**src/rtl/spi_regport_pkg.sv**
```systemverilog
package spi_regport_pkg;

  // transaction phase: which byte of the 16-bit frame is being shifted
  typedef enum logic {
    PH_CTRL = 1'b0,
    PH_DATA = 1'b1
  } phase_e;

  // decoded control byte held across the data byte
  typedef struct packed {
    logic rw;   // 1 = read
    logic ad;   // 1 = data byte is an address
    logic bad;  // reserved bit was set
  } ctl_t;

endpackage

```
**src/rtl/spi_regport_sync.sv**
```systemverilog
module spi_regport_sync #(
  parameter int STAGES = 2
) (
  input  logic clk,
  input  logic rst,
  input  logic sck_i,
  input  logic sel_n_i,
  input  logic mosi_i,
  output logic rise_o,
  output logic fall_o,
  output logic sel_hi_o,
  output logic mosi_o
);

  localparam int LAST = STAGES;

  logic [LAST:0] sck_p, sel_p, mosi_p;
  logic          rise_q, fall_q;

  always_ff @(posedge clk) begin
    if (rst) begin
      sck_p  <= '0;
      sel_p  <= '1;
      mosi_p <= '0;
      rise_q <= 1'b0;
      fall_q <= 1'b0;
    end else begin
      sck_p  <= {sck_p[LAST-1:0], sck_i};
      sel_p  <= {sel_p[LAST-1:0], sel_n_i};
      mosi_p <= {mosi_p[LAST-1:0], mosi_i};
      rise_q <= sck_p[LAST-1] & ~sck_p[LAST];
      fall_q <= ~sck_p[LAST-1] & sck_p[LAST];
    end
  end

  assign rise_o   = rise_q;
  assign fall_o   = fall_q;
  assign sel_hi_o = sel_p[LAST];
  assign mosi_o   = mosi_p[LAST];

endmodule

```
**src/rtl/spi_regport_rf.sv**
```systemverilog
module spi_regport_rf #(
  parameter int DATA_W = 8,
  parameter int ADDR_W = 8
) (
  input  logic              clk,
  input  logic              rst,
  input  logic [ADDR_W-1:0] addr_i,
  input  logic              we_i,
  input  logic [DATA_W-1:0] wdata_i,
  input  logic              re_i,
  output logic [DATA_W-1:0] rdata_o
);

  localparam int DEPTH = 1 << ADDR_W;

  logic [DATA_W-1:0] mem_q [DEPTH];
  logic [DATA_W-1:0] rdata_q;

  always_ff @(posedge clk) begin
    if (rst) begin
      for (int i = 0; i < DEPTH; i++) mem_q[i] <= '0;
      rdata_q <= '0;
    end else begin
      if (we_i) mem_q[addr_i] <= wdata_i;
      if (re_i) rdata_q <= mem_q[addr_i];
    end
  end

  assign rdata_o = rdata_q;

endmodule

```
**src/rtl/spi_regport_seq.sv**
```systemverilog
module spi_regport_seq
  import spi_regport_pkg::*;
#(
  parameter int DATA_W = 8,
  parameter int ADDR_W = 8
) (
  input  logic              clk,
  input  logic              rst,
  input  logic              rise_i,
  input  logic              fall_i,
  input  logic              sel_hi_i,
  input  logic              mosi_i,
  input  logic [DATA_W-1:0] rf_rdata_i,
  output logic [ADDR_W-1:0] rf_addr_o,
  output logic              rf_we_o,
  output logic [DATA_W-1:0] rf_wdata_o,
  output logic              rf_re_o,
  output logic              miso_o,
  output logic              mode_o,
  output logic              err_o
);

  localparam int                CNT_W  = $clog2(DATA_W);
  localparam logic [CNT_W-1:0]  LAST   = CNT_W'(DATA_W - 1);
  localparam int                RW_BIT = 1;
  localparam int                AD_BIT = 0;

  logic [DATA_W-1:0] shreg_q, rd_hold_q, wdata_q, byte_w;
  logic [CNT_W-1:0]  bitcnt_q, tx_idx_q;
  logic [ADDR_W-1:0] ptr_q;
  phase_e            phase_q;
  ctl_t              ctl_q;
  logic              we_q, re_q, pend1_q, pend2_q, mode_q;
  logic              done_w, bad_w, rd_act_w;

  assign byte_w   = {shreg_q[DATA_W-2:0], mosi_i};
  assign done_w   = rise_i && !sel_hi_i && (bitcnt_q == LAST);
  assign bad_w    = byte_w[DATA_W-1:RW_BIT+1] != '0;
  assign rd_act_w = (phase_q == PH_DATA) && ctl_q.rw && !ctl_q.bad;

  always_ff @(posedge clk) begin
    if (rst) begin
      shreg_q   <= '0;
      rd_hold_q <= '0;
      wdata_q   <= '0;
      bitcnt_q  <= '0;
      tx_idx_q  <= '0;
      ptr_q     <= '0;
      phase_q   <= PH_CTRL;
      ctl_q     <= '0;
      we_q      <= 1'b0;
      re_q      <= 1'b0;
      pend1_q   <= 1'b0;
      pend2_q   <= 1'b0;
      mode_q    <= 1'b0;
    end else begin
      we_q    <= 1'b0;
      re_q    <= 1'b0;
      pend1_q <= 1'b0;
      pend2_q <= pend1_q;
      if (rise_i) mode_q <= 1'b1;
      if (pend2_q) rd_hold_q <= rf_rdata_i;
      if (sel_hi_i) begin
        bitcnt_q <= '0;
        tx_idx_q <= '0;
      end else if (rise_i) begin
        shreg_q  <= byte_w;
        bitcnt_q <= done_w ? '0 : bitcnt_q + 1'b1;
        if (done_w) begin
          if (phase_q == PH_CTRL) begin
            ctl_q    <= '{rw: byte_w[RW_BIT], ad: byte_w[AD_BIT], bad: bad_w};
            phase_q  <= PH_DATA;
            tx_idx_q <= '0;
            if (!bad_w && byte_w[RW_BIT]) begin
              if (byte_w[AD_BIT]) rd_hold_q <= DATA_W'(ptr_q);
              else begin
                re_q    <= 1'b1;
                pend1_q <= 1'b1;
              end
            end
          end else begin
            phase_q   <= PH_CTRL;
            ctl_q.bad <= 1'b0;
            if (!ctl_q.bad && !ctl_q.rw) begin
              if (ctl_q.ad) ptr_q <= ADDR_W'(byte_w);
              else begin
                we_q    <= 1'b1;
                wdata_q <= byte_w;
              end
            end
          end
        end
      end else if (fall_i && phase_q == PH_DATA) begin
        tx_idx_q <= bitcnt_q;
      end
    end
  end

  assign rf_addr_o  = ptr_q;
  assign rf_we_o    = we_q;
  assign rf_wdata_o = wdata_q;
  assign rf_re_o    = re_q;
  assign miso_o     = rd_act_w ? rd_hold_q[LAST - tx_idx_q] : 1'b0;
  assign mode_o     = mode_q;
  assign err_o      = (phase_q == PH_DATA) && ctl_q.bad;


  mode_sticky_chk: assert property (@(posedge clk) disable iff (rst)
    mode_q |=> mode_q);


  ptr_hold_chk: assert property (@(posedge clk) disable iff (rst)
    !$stable(ptr_q) |-> $past(rise_i));


  err_rise_chk: assert property (@(posedge clk) disable iff (rst)
    $rose(err_o) |-> $past(rise_i));


  desel_clear_chk: assert property (@(posedge clk) disable iff (rst)
    sel_hi_i |=> (bitcnt_q == '0));


  data_keep_chk: assert property (@(posedge clk) disable iff (rst)
    (sel_hi_i && phase_q == PH_DATA) |=> (phase_q == PH_DATA));

endmodule

```
**src/rtl/spi_regport.sv**
```systemverilog
module spi_regport #(
  parameter int DATA_W      = 8,
  parameter int ADDR_W      = 8,
  parameter int SYNC_STAGES = 2
) (
  input  logic clk,
  input  logic rst,
  input  logic spi_sel_n,
  input  logic spi_sck,
  input  logic spi_mosi,
  output logic spi_miso,
  output logic spi_mode,
  output logic cmd_err
);

  logic              rise_w, fall_w, sel_hi_w, mosi_w;
  logic [ADDR_W-1:0] rf_addr_w;
  logic              rf_we_w, rf_re_w;
  logic [DATA_W-1:0] rf_wdata_w, rf_rdata_w;

  spi_regport_sync #(.STAGES(SYNC_STAGES)) sync_i (
    .clk      (clk),
    .rst      (rst),
    .sck_i    (spi_sck),
    .sel_n_i  (spi_sel_n),
    .mosi_i   (spi_mosi),
    .rise_o   (rise_w),
    .fall_o   (fall_w),
    .sel_hi_o (sel_hi_w),
    .mosi_o   (mosi_w)
  );

  spi_regport_seq #(.DATA_W(DATA_W), .ADDR_W(ADDR_W)) seq_i (
    .clk        (clk),
    .rst        (rst),
    .rise_i     (rise_w),
    .fall_i     (fall_w),
    .sel_hi_i   (sel_hi_w),
    .mosi_i     (mosi_w),
    .rf_rdata_i (rf_rdata_w),
    .rf_addr_o  (rf_addr_w),
    .rf_we_o    (rf_we_w),
    .rf_wdata_o (rf_wdata_w),
    .rf_re_o    (rf_re_w),
    .miso_o     (spi_miso),
    .mode_o     (spi_mode),
    .err_o      (cmd_err)
  );

  spi_regport_rf #(.DATA_W(DATA_W), .ADDR_W(ADDR_W)) rf_i (
    .clk     (clk),
    .rst     (rst),
    .addr_i  (rf_addr_w),
    .we_i    (rf_we_w),
    .wdata_i (rf_wdata_w),
    .re_i    (rf_re_w),
    .rdata_o (rf_rdata_w)
  );


  rf_excl_chk: assert property (@(posedge clk) disable iff (rst)
    !(rf_we_w && rf_re_w));

endmodule

```
**config.mk**
```make
export PLATFORM = sky130hd
export DESIGN_NAME = spi_regport
export DESIGN_NICKNAME = d
export VERILOG_FILES = /design/src/rtl/spi_regport_pkg.sv /design/src/rtl/spi_regport_sync.sv /design/src/rtl/spi_regport_rf.sv /design/src/rtl/spi_regport_seq.sv /design/src/rtl/spi_regport.sv
export SDC_FILE = /design/constraint.sdc
export NUM_CORES = 2
export LEC_CHECK = 0
export BUFFER_PORTS_ARGS = -buffer_cell sky130_fd_sc_hd__buf_4
export CAP_MARGIN = 20
export CORE_ASPECT_RATIO = 0.75
export CORE_MARGIN = 2
export CORE_UTILIZATION = 60
export DETAILED_ROUTE_END_ITERATION = 7
export PLACE_DENSITY = 0.76
export REMOVE_ABC_BUFFERS = 1
export SLEW_MARGIN = 40
export SYNTH_ARGS = -nofsm -noshare
export SYNTH_HDL_FRONTEND = slang
export SYNTH_SLANG_ARGS = --single-unit
```
**constraint.sdc**
```tcl
create_clock -name clk -period 5.39 [get_ports clk]
set_input_delay 1.078 -clock clk [delete_from_list [all_inputs] [get_ports clk]]
set_output_delay 1.078 -clock clk [all_outputs]
set_load 0.005 [all_outputs]
```
==> out/metrics.csv <==
metric,value,unit
outcome,completed,
yosys_most_used_dff,edfxtp_1,
io_pins,8,
yosys_warnings,0,
layout.nets,6417,
grt_use_met3,0.0975,
syn2layout_area_growth,8.00,%
async_reset_ff_frac,0,
period_share,0.765,
grt_max_degree,174,
tightest_slew,0.966,ns
yosysMostFrequentCell,edfxtp_1,
drive_above_1_share,0.192,
p_seq_frac,0.568,
fin_setup_tns,0,ns
holdBufCountCts,0,
yosysTopAreaCellShare,0.625,
crit_required,5.90,ns
drc_errors,0,
antenna_found_initial,9,
cts_root_buf,clkbuf_16,
peakVddDrop,0.000351,V
endpoint_kind,flop,
max-cap-violations,0,
power.switching,6.92,mW
wire_per_inst,30.6,um
place.gp.congestion,0.891,
p_leak,38.9,nW
ys_types,74,
initial_core_util,0.605,
multi_input_area,0.0329,sq mm
drt-pass1-iter-count,6,
dieWidth,471,um
die_y,355,um
power_frac_comb,0.025,
hold_ws,0.406,ns
grt_pass1_vias,56200,
grt_use_total,0.318,
ant_nets,0,
clock_path_buffers,3,
swShare,0.211,
dieArea,0.167,sq mm
syn_avg_cell_area,14.8,sq um
vias,58400,
ys_ff_latch,2112,
grtUsageMet2,0.451,
syn_inst,6630,
core.rowCount,128,
cts.repair.resized,0,
use_met1,0.476,
numCtsBuffers,194,
dp_hpwl,165,mm
fin_worst_skew,0.0320,ns
rsz0062_at_grt,false,
cts_setup_buffers,0,
clk_pin_slew,0.06,ns
finalSetupViolations,0,
fmax,0.242,GHz
coreArea,0.163,sq mm
yosys.area.top_type,edfxtp_1,
period_needed,4.12,ns
dpl.cell_count,8355,
cp.arrival,4.64,ns
grt_busiest_layer,met1,
cts_tree,done,
ys_top_cells_by_area,"edfxtp_1, mux4_2, and2_1",
relSlewSlack,0.338,
final_util,0.653,
clock_sinks,2112,
yosysSeqAreaShare,0.639,
report.final.hold_viol_count,0,
drt-initial-drc-count,9053,
clkPwrFrac,0.407,
final_cells,8721,
p_int,25.9,mW
portBuffers,7,
clock_latency,0.85,ns
power_density,309,mW/mm^2
seqCellArea,0.0628,sq mm
synth_edf_count,2048,
synth_common_cells,"edfxtp_1, and2_1, and3_1, mux4_2, clkbuf_1",
fillers,11100,
startpoint_type,flop,
maxSlewViolCount,0,
cts_max_level,4,
mappedNetlistArea,0.0983,sq mm
path_class,flop to flop,
worstHoldPathType,flop to flop,
grt-ovfl-total,0,
via_per_inst,6.69,
wl,266,mm
critPathMaxFanout,32,
grt_pass1_wl,389,mm
-- cell type report --
type	count	share of cell area
antenna	1	0.0000236
sequential	2112	0.592
clock buffer	236	0.0481
multi-input combinational	3916	0.309
clock inverter	125	0.00831
inverter	9	0.000377
tap	2145	0.0253
timing repair buffer	177	0.0168
-- through the flow --
step                      area, sq um  setup slack, ns  power, mW
after CTS                      106000             1.39       32.8
after global placement          99900             1.41       19.8
after detailed placement       100000             1.38       19.8
final                          106000             1.27       32.9
after global routing           106000             1.31       33.5
after floorplan                 95500           -20.52       19.4
-- state kept, by name (all words and copies together), names as in the netlist --
register / cells
seq_i.rf_wdata_o: 8
seq_i.rd_hold_q: 8
sync_i.sel_p: 3
rf_i.mem_q: 2048
seq_i.tx_idx_q: 3
sync_i.fall_o: 1
seq_i.bitcnt_q: 3
rf_i.rdata_o: 8
seq_i.pend2_q: 1
seq_i.mode_o: 1
seq_i.rf_re_o: 1
seq_i.phase_q: 1
sync_i.sck_p: 3
seq_i.rf_we_o: 1
seq_i.shreg_q: 7
sync_i.rise_o: 1
seq_i.ctl_q: 3
seq_i.rf_addr_o: 8
sync_i.mosi_p: 3
-- cell usage in the layout (no fill, tap or decap), drive strengths merged, types with 25 or more instances in the layout --
cell type	instances
nand3	39
or2	202
nand2	226
edfxtp	2048
nor2	276
mux2i	156
a21o	56
buf	177
o22ai	31
and2	1544
a21oi	54
mux4	500
dfxtp	64
and3	520
a22oi	42
o21ai	26
clkbuf	236
nor2b	25
clkinv	100
-- per-layer routing --
layer / wire length, um / vias up
met4: 8500 / 12
met1: 103000 / 29500
li1: - / 24200
met3: 38800 / 513
met2: 116000 / 4098
met5: 142 / -
-- critical path: stages (launching register included) --
cell     delay (ns)
dfxtp_4        0.87
inv_2          0.46
nor2_1         0.58
nand2_1        0.58
buf_4          0.46
nor2_1         0.45
or2_2          0.36
-- final timing paths --
kind | start | to | slack, ns | cells after the start
hold reg to reg | sync_i.sck_p[2] | sync_i.rise_o | 0.41 | 1
setup / recovery | seq_i.rf_addr_o[2] | rf_i.mem_q[126][7] | 1.27 | 6
hold / removal | sync_i.sck_p[2] | sync_i.rise_o | 0.41 | 1
setup reg to reg | seq_i.rf_addr_o[2] | rf_i.mem_q[126][7] | 1.27 | 6
-- power by group through the flow --
stage	clock network, mW	registers, mW	logic (mW)
global route	14.0	18.7	0.849
finish	13.4	18.7	0.809
detailed placement	0	19.0	0.792
global placement	0	19.0	0.775
floorplan	0	18.9	0.522
CTS	13.4	18.7	0.797
-- cell families (layout without fill, tap and decap cells) --
kind of cell               Yosys count  in the layout  synth area share
buffers and inverters              602            547            0.0293
DFF                               2112           2112             0.639
AOI/OAI and AO/OA                  357            357            0.0259
other                                0              1                 0
adders and majority gates            2              2          0.000254
and+or+nand+nor                   2883           2883             0.173
muxes                              674            674             0.133
Power figures use the tool's default switching activity.
